**src/rtl/pwm_shadow_pkg.sv**
```systemverilog
package pwm_shadow_pkg;
  localparam int EN_BIT   = 31;
  localparam int REQ_BIT  = 30;
  localparam int DIV_W    = 8;
  localparam int STEP_LSB = 8;
endpackage

```
**src/rtl/pwm_phase_acc.sv**
```systemverilog
module pwm_phase_acc #(
  parameter int W = 8
) (
  input  logic         clk,
  input  logic         rst,
  input  logic         run,
  input  logic [W-1:0] step,
  output logic [W-1:0] phase,
  output logic         wrap
);
  logic [W:0] sum;

  assign sum  = {1'b0, phase} + {1'b0, step};
  assign wrap = run & sum[W];

  always_ff @(posedge clk) begin
    if (rst || !run) phase <= '0;
    else             phase <= sum[W-1:0];
  end


  idle_zero_chk: assert property (@(posedge clk) disable iff (rst)
    !run |=> (phase == '0));


  no_step_no_wrap_chk: assert property (@(posedge clk) disable iff (rst)
    (step == '0) |-> !wrap);
endmodule

```
**src/rtl/pwm_cmp.sv**
```systemverilog
module pwm_cmp #(
  parameter int W  = 8,
  parameter int DW = 8
) (
  input  logic          clk,
  input  logic          rst,
  input  logic          run,
  input  logic [W-1:0]  phase,
  input  logic [DW-1:0] thresh,
  output logic          pwm_o
);
  logic [DW-1:0] top_bits;

  assign top_bits = phase[W-1 -: DW];

  always_ff @(posedge clk) begin
    if (rst) pwm_o <= 1'b0;
    else     pwm_o <= run && (top_bits > thresh);
  end


  off_low_chk: assert property (@(posedge clk) disable iff (rst)
    !run |=> !pwm_o);


  max_div_low_chk: assert property (@(posedge clk) disable iff (rst)
    (thresh == {DW{1'b1}}) |=> !pwm_o);
endmodule

```
**src/rtl/pwm_cfg_regs.sv**
```systemverilog
module pwm_cfg_regs
  import pwm_shadow_pkg::*;
#(
  parameter int N = 8
) (
  input  logic             clk,
  input  logic             rst,
  input  logic             wr_en,
  input  logic [31:0]      wr_data,
  input  logic             boundary,
  output logic             en_o,
  output logic             req_o,
  output logic [N-1:0]     act_step,
  output logic [DIV_W-1:0] act_div,
  output logic [31:0]      rd_data
);
  logic [N-1:0]     sh_step;
  logic [DIV_W-1:0] sh_div;
  logic             open_wr;

  assign open_wr = wr_en && !req_o;

  always_ff @(posedge clk) begin
    if (rst) begin
      en_o     <= 1'b0;
      req_o    <= 1'b0;
      sh_step  <= '0;
      sh_div   <= '0;
      act_step <= '0;
      act_div  <= '0;
    end else begin
      if (wr_en) en_o <= wr_data[EN_BIT];
      if (open_wr) begin
        sh_step <= wr_data[STEP_LSB +: N];
        sh_div  <= wr_data[DIV_W-1:0];
      end
      if (req_o && boundary) begin
        act_step <= sh_step;
        act_div  <= sh_div;
        req_o    <= 1'b0;
      end else if (open_wr) begin
        req_o <= wr_data[REQ_BIT];
      end
    end
  end

  always_comb begin
    rd_data                 = '0;
    rd_data[EN_BIT]         = en_o;
    rd_data[REQ_BIT]        = req_o;
    rd_data[STEP_LSB +: N]  = sh_step;
    rd_data[DIV_W-1:0]      = sh_div;
  end

  generate
    if (STEP_LSB + N < REQ_BIT) begin : g_spare
      logic unused_spare;
      assign unused_spare = ^wr_data[REQ_BIT-1:STEP_LSB+N];
    end
  endgenerate


  req_clear_chk: assert property (@(posedge clk) disable iff (rst)
    (req_o && boundary) |=> !req_o);


  lock_hold_chk: assert property (@(posedge clk) disable iff (rst)
    req_o |=> ($stable(sh_step) && $stable(sh_div)));


  active_hold_chk: assert property (@(posedge clk) disable iff (rst)
    !(req_o && boundary) |=> ($stable(act_step) && $stable(act_div)));
endmodule

```
**src/rtl/pwm_shadow.sv**
```systemverilog
module pwm_shadow
  import pwm_shadow_pkg::*;
#(
  parameter int STEP_W = 8
) (
  input  logic        clk,
  input  logic        rst,
  input  logic        wr_en,
  input  logic [31:0] wr_data,
  output logic [31:0] rd_data,
  output logic        pwm_o
);
  logic              en;
  logic              req;
  logic [STEP_W-1:0] act_step;
  logic [DIV_W-1:0]  act_div;
  logic [STEP_W-1:0] phase;
  logic              wrap;
  logic              boundary;

  assign boundary = wrap || !en;

  pwm_cfg_regs #(.N(STEP_W)) u_regs (
    .clk      (clk),
    .rst      (rst),
    .wr_en    (wr_en),
    .wr_data  (wr_data),
    .boundary (boundary),
    .en_o     (en),
    .req_o    (req),
    .act_step (act_step),
    .act_div  (act_div),
    .rd_data  (rd_data)
  );

  pwm_phase_acc #(.W(STEP_W)) u_acc (
    .clk   (clk),
    .rst   (rst),
    .run   (en),
    .step  (act_step),
    .phase (phase),
    .wrap  (wrap)
  );

  pwm_cmp #(.W(STEP_W), .DW(DIV_W)) u_cmp (
    .clk    (clk),
    .rst    (rst),
    .run    (en),
    .phase  (phase),
    .thresh (act_div),
    .pwm_o  (pwm_o)
  );


  idle_clears_req_chk: assert property (@(posedge clk) disable iff (rst)
    (!en && req) |=> !req);
endmodule

```
**config.mk**
```make
export PLATFORM = sky130hd
export DESIGN_NAME = pwm_shadow
export DESIGN_NICKNAME = d
export VERILOG_FILES = /design/src/rtl/pwm_shadow_pkg.sv /design/src/rtl/pwm_phase_acc.sv /design/src/rtl/pwm_cmp.sv /design/src/rtl/pwm_cfg_regs.sv /design/src/rtl/pwm_shadow.sv
export SDC_FILE = /design/constraint.sdc
export NUM_CORES = 1
export LEC_CHECK = 0
export BUFFER_PORTS_ARGS = -buffer_cell sky130_fd_sc_hd__buf_2
export CAP_MARGIN = 20
export CORE_MARGIN = 3
export CORE_UTILIZATION = 55
export DETAILED_ROUTE_END_ITERATION = 12
export PLACE_DENSITY = 0.85
export SLEW_MARGIN = 20
export SYNTH_ARGS = -nofsm -noshare
export SYNTH_HDL_FRONTEND = slang
export SYNTH_SLANG_ARGS = --single-unit
```
**constraint.sdc**
```tcl
create_clock -name clk -period 3.62 [get_ports clk]
set_input_delay 0.543 -clock clk [delete_from_list [all_inputs] [get_ports clk]]
set_output_delay 0.543 -clock clk [all_outputs]
set_load 0.01 [all_outputs]
```
After elaboration in Yosys (flattened, before gate mapping) --
Cells that the tools add are included.
Storage, ports and cells: register bits after elaboration 43, latch bits 0, RAM bits 0, bits in read-only memories 0, output and inout port bits 33, memories kept 0
Cells by class: add/sub/neg operators 1, $mul 0, div/mod/pow operators 0, $lt $le $gt $ge 1, equality and inequality tests 0, shifts and indexed selects 0, multiplexer cells 0, bitwise gates (word level) 1, reduce and logical (&&, ||, !) cells 8
Operators with widths (number):
- $add A8 B8 Y9 | 1
- $gt A8 B8 Y1 | 1
- $logic_and A1 B1 Y1 | 3
- $logic_not A1 Y1 | 2
- $logic_or A1 B1 Y1 | 2
- $reduce_or A2 Y1 | 1
- $and A1 B1 Y1 | 1

Logic depth before layout (Yosys ltp) --
Gate-level depths: netlist of the first run.
word-level depth 5, gate-level depth with buffers 9, mapped depth without buffers 7

Modules after synthesis --
A second synthesis of the first run with hierarchy kept.
Second synthesis, totals: cell total of the unflattened synthesis 244, area total of the unflattened synthesis 2419.8 um^2
By module, submodules not included:
- pwm_cfg_regs | instances 1, cells each 150, area each 1600.3 um^2, seq. area each 680.7 um^2
- pwm_phase_acc | instances 1, cells each 63, area each 576.8 um^2, seq. area each 160.2 um^2
- pwm_cmp | instances 1, cells each 30, area each 236.5 um^2, seq. area each 20.0 um^2
- pwm_shadow | instances 1, cells each 1, area each 6.3 um^2, seq. area each 0.0 um^2

Worst setup path before layout of the first run --
Ideal clock, no wire load.
kind register -> register, start register u_regs.act_step[0], end register u_regs.act_div[2], data arrival time 1817 ps, setup slack 1685 ps, stages on the path, launching flop included 10, path buffers 2, period minus slack after synthesis 1935 ps, cell sequence dfxtp_1 ha_1 fa_1 a21oi_2 nor2b_2 a31oi_2 o21ai_2 buf_6 buf_12 mux2i_1
Between the ends: longest elaborated chain between the ends 4
RTL lines:
- from (decl) | line pwm_cfg_regs.sv:13 | output logic [N-1:0] act_step,
- from (signal assigned) | line pwm_cfg_regs.sv:38 | act_step <= sh_step;
- $add A8 B8 Y9 | line pwm_phase_acc.sv:13 | assign sum = {1'b0, phase} + {1'b0, step};
- $and A1 B1 Y1 | line pwm_phase_acc.sv:14 | assign wrap = run & sum[W];
- $logic_or A1 B1 Y1 | line pwm_shadow.sv:21 | assign boundary = wrap || !en;
- $logic_and A1 B1 Y1 | line pwm_cfg_regs.sv:37 | if (req_o && boundary) begin
- to (signal assigned) | line pwm_cfg_regs.sv:39 | act_div <= sh_div;
- to (decl) | line pwm_cfg_regs.sv:14 | output logic [DIV_W-1:0] act_div,
Every way passes these cells. A chain may end at the register's enable or synchronous reset.

Worst setup path after layout of the first run --
start register u_regs.act_step[0], end register u_regs.act_div[4]
Same word-level chain as after synthesis.

==> flow_summary.json, run 1 <==
{
  "drive_gt1_frac": 0.1943,
  "synth_area_leaders": "dfxtp_1 39%, nand2b_1 9.9%, ha_1 9.0%",
  "drv_cap": 0,
  "crit_path_end_kind": "register",
  "dp_worst_setup_slack_ns": 1.570,
  "cts-root-buf": "clkbuf_8",
  "grt_pass1_wl_um": 6872,
  "path_cells": "ha_1 -> fa_1 -> a21oi_2 -> nor2b_2 -> a31oi_2 -> o21ai_2 -> buf_4 -> mux2i_1",
  "drt_first_pass_iters": 4,
  "critPathSlowestCell": "fa_1",
  "groute.usage.overall": 0.1713,
  "cts_buffers": 5,
  "synth_cell_type_count": 35,
  "max_slew_margin": 0.5375,
  "synth_top_flop_cell": "dfxtp_1",
  "worstPathRequired_ns": 3.79,
  "min_path_type": "register to register",
  "synth_top_family_by_area": "simple AND/OR/NAND/NOR gates",
  "route.detailed.drc": 0,
  "fmax_mhz": 486.7,
  "synth_commonest_cells": "43 x dfxtp_1, 37 x nand2_1, 35 x nand2b_1, 21 x a21oi_1, 17 x mux2i_1",
  "place.gp.congestion": 0.8492,
  "path_class": "register to register",
  "cts_num_sinks": 43,
  "synthMuxAreaShare": 0.07658,
  "register_area_um2": 860.8,
  "clk_path_buf_depth": 2,
  "num-fill-cells": 293,
  "fin_crit_sh": 0.5675,
  "synth_fa_ha_area_frac": 0.09910,
  "drt_iter0_markers": 43,
  "fin_nets": 334,
  "yosysTopAreaCell": "dfxtp_1",
  "grt_pass1_vias": 1608,
  "p_leak_uw": 0.001065,
  "finalSetupTns_ns": 0,
  "grt_use_met1": 0.2213,
  "vias": 1648,
  "via_per_inst": 4.979,
  "dp_hpwl_um": 2998,
  "post_cts_buffers": 0,
  "start_kind": "register",
  "wirelength_um": 4000,
  "cp.arrival_ns": 2.22,
  "die_w_um": 69.56,
  "irDropWorstVdd_v": 0.0003256,
  "grt_max_degree": 53,
  "drv_slew": 0,
  "io_buffers": 39,
  "core-area_um2": 3771,
  "grt_overflow": 0,
  "cpPeakStageDelay_ns": 0.43,
  "synth_area_um2": 2222,
  "report.final.setup_viol": 0,
  "grt_use_met2": 0.2903,
  "post_cts_resized": 0,
  "hold_viol": 0,
  "busiest_layer": "met2",
  "yosysWarningCount": 0,
  "initial_utilization": 0.5893,
  "die_h_um": 69.56,
  "synth-seq-cells": 43,
  "fin_skew_ns": 0.005032,
  "path_clk_slew_ns": 0.08,
  "antenna_left": 0,
  "rsz0062_at_grt": "false",
  "synth_edf_count": 0,
  "synthSimpleGateAreaFrac": 0.2134,
  "antenna_found_initial": 0,
  "period_needed_ns": 2.054,
  "synth-compound-area-share": 0.1025,
  "num_rows": 22,
  "power_density_nw_per_um2": 376.9,
  "diodes": 0,
  "async_flop_share": 0,
  "use_met3": 0.03333,
  "syn_to_final_growth_pct": 10.14,
  "dieArea_um2": 4839,
  "status": "finished, final reports clean",
  "syn_avg_cell_area_um2": 8.924,
  "multi_input_area_um2": 1191,
  "cts_tree": "done",
  "io-pin-count": 68,
  "holdBufCountCts": 0,
  "critPathMaxFanout": 17,
  "fin_ws_ns": 1.566,
  "wl_per_cell_um": 12.08,
  "yosysSeqAreaShare": 0.3874,
  "insertion_delay_ns": 0.29,
  "synth_top_area_frac": 0.3874,
  "worst_pin_slew_ns": 0.6938,
  "yosysMostFrequentCell": "dfxtp_1",
  "htree_num_levels": 2,
  "synthXorXnorAreaFrac": 0.01971,
  "postSynthCellCount": 249
}
==> area by class of cell <==
type                       instances  area share
clock buffer                       6     0.03374
clock inverter                     2    0.006646
inverter                           9     0.01380
timing repair buffer              40     0.08282
sequential                        43      0.3517
multi-input combinational        183      0.4867
tap                               48     0.02454
==> worst paths after layout <==
| kind | cells after the start | end | slack [ns] | startpoint |
|---|---|---|---|---|
| hold / removal | 2 | u_regs.sh_step[1] | 0.48 | u_regs.sh_step[1] |
| setup / recovery | 8 | u_regs.act_div[4] | 1.57 | u_regs.act_step[0] |
| hold reg to reg | 2 | u_regs.sh_step[1] | 0.48 | u_regs.sh_step[1] |
| setup reg to reg | 8 | u_regs.act_div[4] | 1.57 | u_regs.act_step[0] |
==> power breakdown <==
part | switching [uW] | internal (uW) | leakage (uW)
Sequential | 13.2 | 489 | 0.000350
Clock | 161 | 156 | 0.0000474
Combinational | 58.6 | 44.6 | 0.000668
==> state kept, by name (all words and copies together) (netlist names) <==
| name | flops |
|---|---|
| u_acc.phase | 8 |
| u_cmp.pwm_o | 1 |
| u_regs.act_div | 8 |
| u_regs.act_step | 8 |
| u_regs.en_o | 1 |
| u_regs.req_o | 1 |
| u_regs.sh_div | 8 |
| u_regs.sh_step | 8 |
==> cell families after synthesis <==
logic type,count (synthesis)
simple gates,93
flops,43
compound gates,37
buf+inv,36
fa+ha+maj,17
mux,17
xor+xnor,5
other cells,1
==> metrics by stage <==
stage / power [uW] / hold WS, ns / utilization / instance area [um2] / instances
2_1_floorplan: 599.1 / 0.4487 / - / 2271 / 262
3_3_place_gp: 613.4 / 0.4571 / 0.6221 / 2346 / 323
3_5_place_dp: 616.9 / 0.4646 / 0.6221 / 2346 / 323
4_1_cts: 927.1 / 0.4777 / 0.6483 / 2445 / 331
5_1_grt: 965.4 / 0.4901 / 0.6490 / 2447 / 331
6_report: 922.4 / 0.4756 / 0.6490 / 2447 / 331
==> layout by cell type, fill, tap and decap left out, drive strengths merged, types with 6 or more instances in the layout <==
master  netlist  final
ha           16     16
dfxtp        43     43
nand2        37     37
inv           9      9
nand2b       35     35
nor2          8      8
clkbuf        7      6
conb          1     14
mux2i        17     17
buf          20     40
a21oi        23     23
==> worst max-delay path: cells and delay by family (launching register included) <==
kind | cells | cell delay (ns)
fa+ha+maj | 2 | 0.66
compound gates | 3 | 0.50
buf+inv | 1 | 0.23
mux | 1 | 0.15
simple gates | 1 | 0.06
flops | 1 | 0.33
==> layer usage <==
metal	vias up	part of all wire
li1	854	-
met1	753	0.47
met2	37	0.48
met3	4	0.036
met4	0	0.0090
met5	-	0
Power figures use the tool's default switching activity.
==> run 2: changes to the inputs <==
--- a/config.mk
+++ b/config.mk
@@ -8,9 +8,9 @@
 export BUFFER_PORTS_ARGS = -buffer_cell sky130_fd_sc_hd__buf_2
 export CAP_MARGIN = 20
 export CORE_MARGIN = 3
-export CORE_UTILIZATION = 55
+export CORE_UTILIZATION = 51
 export DETAILED_ROUTE_END_ITERATION = 12
-export PLACE_DENSITY = 0.85
+export PLACE_DENSITY = 0.79
 export SLEW_MARGIN = 20
 export SYNTH_ARGS = -nofsm -noshare
 export SYNTH_HDL_FRONTEND = slang
==> constraint.sdc (replaced) <==
create_clock -name clk -period 2 [get_ports clk]
set_input_delay 0.3 -clock clk [delete_from_list [all_inputs] [get_ports clk]]
set_output_delay 0.3 -clock clk [all_outputs]
set_load 0.01 [all_outputs]
==> flow_summary.json, run 2 (synthesis gave the netlist of run 1 again) <==
{
  "status": "finished, final reports clean",
  "final_cell_mix": "43 x dfxtp_1, 39 x buf_2, 37 x nand2_1, 35 x nand2b_1, 21 x a21oi_1",
  "rsz0062_at_grt": "false",
  "max_slew_margin": 0.6080,
  "cts_num_sinks": 43,
  "drt_first_pass_iters": 4,
  "ff2ff_path_depth": 8,
  "die_w_um": 72.01,
  "cts_buffers": 5,
  "grt_overflow": 0,
  "syn_to_final_growth_pct": 12.67,
  "place.gp.congestion": 0.7509,
  "antenna_left": 0,
  "post-place-cells": 328,
  "fmax_mhz": 525.2,
  "fin_nets": 337,
  "whs_path_depth": 3,
  "drv_slew": 0,
  "layout_commonest_cell": "dfxtp_1",
  "cp.arrival_ns": 2.09,
  "start_kind": "register",
  "insertion_delay_ns": 0.30,
  "crit_path_end_kind": "register",
  "p_leak_uw": 0.001088,
  "grt_pass1_vias": 1523,
  "io_buffers": 39,
  "diodes": 0,
  "register_area_um2": 860.8,
  "p_sw_frac": 0.2564,
  "multi_input_area_um2": 1197,
  "power_density_nw_per_um2": 675.4,
  "grt_pass1_wl_um": 6948,
  "groute.usage.overall": 0.1706,
  "total_power_uw": 1691,
  "dp_hpwl_um": 3030,
  "min_path_type": "input pin to register",
  "critPathMaxFanout": 14,
  "post_cts_buffers": 0,
  "wirelength_um": 4001,
  "drv_cap": 0,
  "hold_viol": 0,
  "vias": 1645,
  "path_clk_slew_ns": 0.08,
  "p_comb_frac": 0.118,
  "io-pin-count": 68,
  "irDropWorstVdd_v": 0.0005107,
  "path_class": "register to register",
  "dieArea_um2": 5185,
  "die_h_um": 72.01,
  "finalSetupTns_ns": 0,
  "worstPathRequired_ns": 2.19,
  "worst_pin_slew_ns": 0.5880,
  "internal_power_uw": 1257,
  "period_needed_ns": 1.904,
  "drive_gt1_frac": 0.1993,
  "r2r_slack_ns": 0.1,
  "antenna_found_initial": 0,
  "cts_tree": "done",
  "via_per_inst": 4.896,
  "report.final.setup_viol": 0,
  "r2r_start": "u_regs.act_step[0]",
  "drt_iter0_markers": 66,
  "num-fill-cells": 354,
  "htree_num_levels": 2,
  "pwr-share-clk": 0.345,
  "core-area_um2": 4115,
  "wl_per_cell_um": 11.91,
  "cts-root-buf": "clkbuf_8",
  "fin_skew_ns": 0.006324,
  "stdcell_count": 336,
  "num_rows": 23,
  "route.detailed.drc": 0,
  "initial_utilization": 0.5400,
  "grt_max_degree": 37,
  "p_seq_frac": 0.537,
  "net-switching-power_uw": 433.5,
  "r2r-end": "u_regs.act_step[6]",
  "clk_path_buf_depth": 2,
  "hold_start": "wr_data[1]",
  "min_to": "u_regs.sh_div[1]",
  "fin_crit_sh": 0.9520
}
==> run 2: cell types whose count changed in the layout (fill, tap and decap cells not counted) <==
cell / before / now
a31oi_2: 1 / 0
a31oi_4: 0 / 1
nor2b_2: 2 / 1
nor2b_1: 2 / 3
buf_12: 0 / 2
buf_4: 1 / 2
==> run 2: how the worst max path moves through the flow <==
stage | startpoint | to | slack [ns]
after floorplan | u_regs.act_step[0] | u_regs.act_div[2] | 0.06
final | u_regs.act_step[0] | u_regs.act_step[6] | 0.1
after global routing | u_regs.act_step[0] | u_regs.act_div[1] | 0.003
after CTS | u_regs.act_step[0] | u_regs.act_step[6] | 0.05
after global placement | u_regs.act_step[0] | u_regs.act_div[5] | 0.06
after detailed placement | u_regs.act_step[0] | u_regs.act_step[3] | 0.02
==> run 2: metrics by stage <==
step / util / cell area, um2 / hold WS (ns) / setup WS, ns
4_1_cts: 0.6063 / 2495 / 0.2199 / 0.05002
3_5_place_dp: 0.5822 / 2396 / 0.4597 / 0.02045
3_3_place_gp: 0.5822 / 2396 / 0.4559 / 0.06156
5_1_grt: 0.6084 / 2504 / 0.2228 / 0.003321
6_report: 0.6084 / 2504 / 0.2248 / 0.09594
2_1_floorplan: - / 2271 / 0.4360 / 0.06470
==> run 2: worst max-delay path, cell delays in order, from the launching register on <==
cell and delay (ns):
dfxtp_1 0.33, ha_1 0.23, fa_1 0.42, a21oi_2 0.17, nor2b_2 0.07, a31oi_4 0.16
o21ai_2 0.12, buf_12 0.17, mux2i_1 0.12
==> run 2: what timing repair did <==
action                     4_1_cts  5_1_grt
pin swaps                        1        0
hold buffers                     0        0
resized for setup                0        1
setup endpoints to repair        8       17
==> run 2: area by class of cell <==
cell class,instances,share of cell area
multi-input cells,183,0.4783
clock buffers,6,0.03298
flip-flops and latches,43,0.3438
well taps,50,0.02499
inverters,9,0.01349
repair buffers,43,0.09995
clock inverters,2,0.006497
==> run 2: layer usage <==
layer | track usage | vias to the layer above | wire length [um]
li1 | - | 859 | -
met1 | 0.2286 | 745 | 1906
met2 | 0.2653 | 35 | 1856
met3 | 0.04432 | 6 | 175
met4 | 0.06263 | 0 | 62
met5 | 0 | - | 0
==> run 2: power by group through the flow <==
stage               logic [uW]  clock network (uW)  registers [uW]
floorplan                  151                   0             933
global placement           197                   0             927
detailed placement         199                   0             928
CTS                        200                 600             908
global route               223                 629             913
finish                     199                 583             908
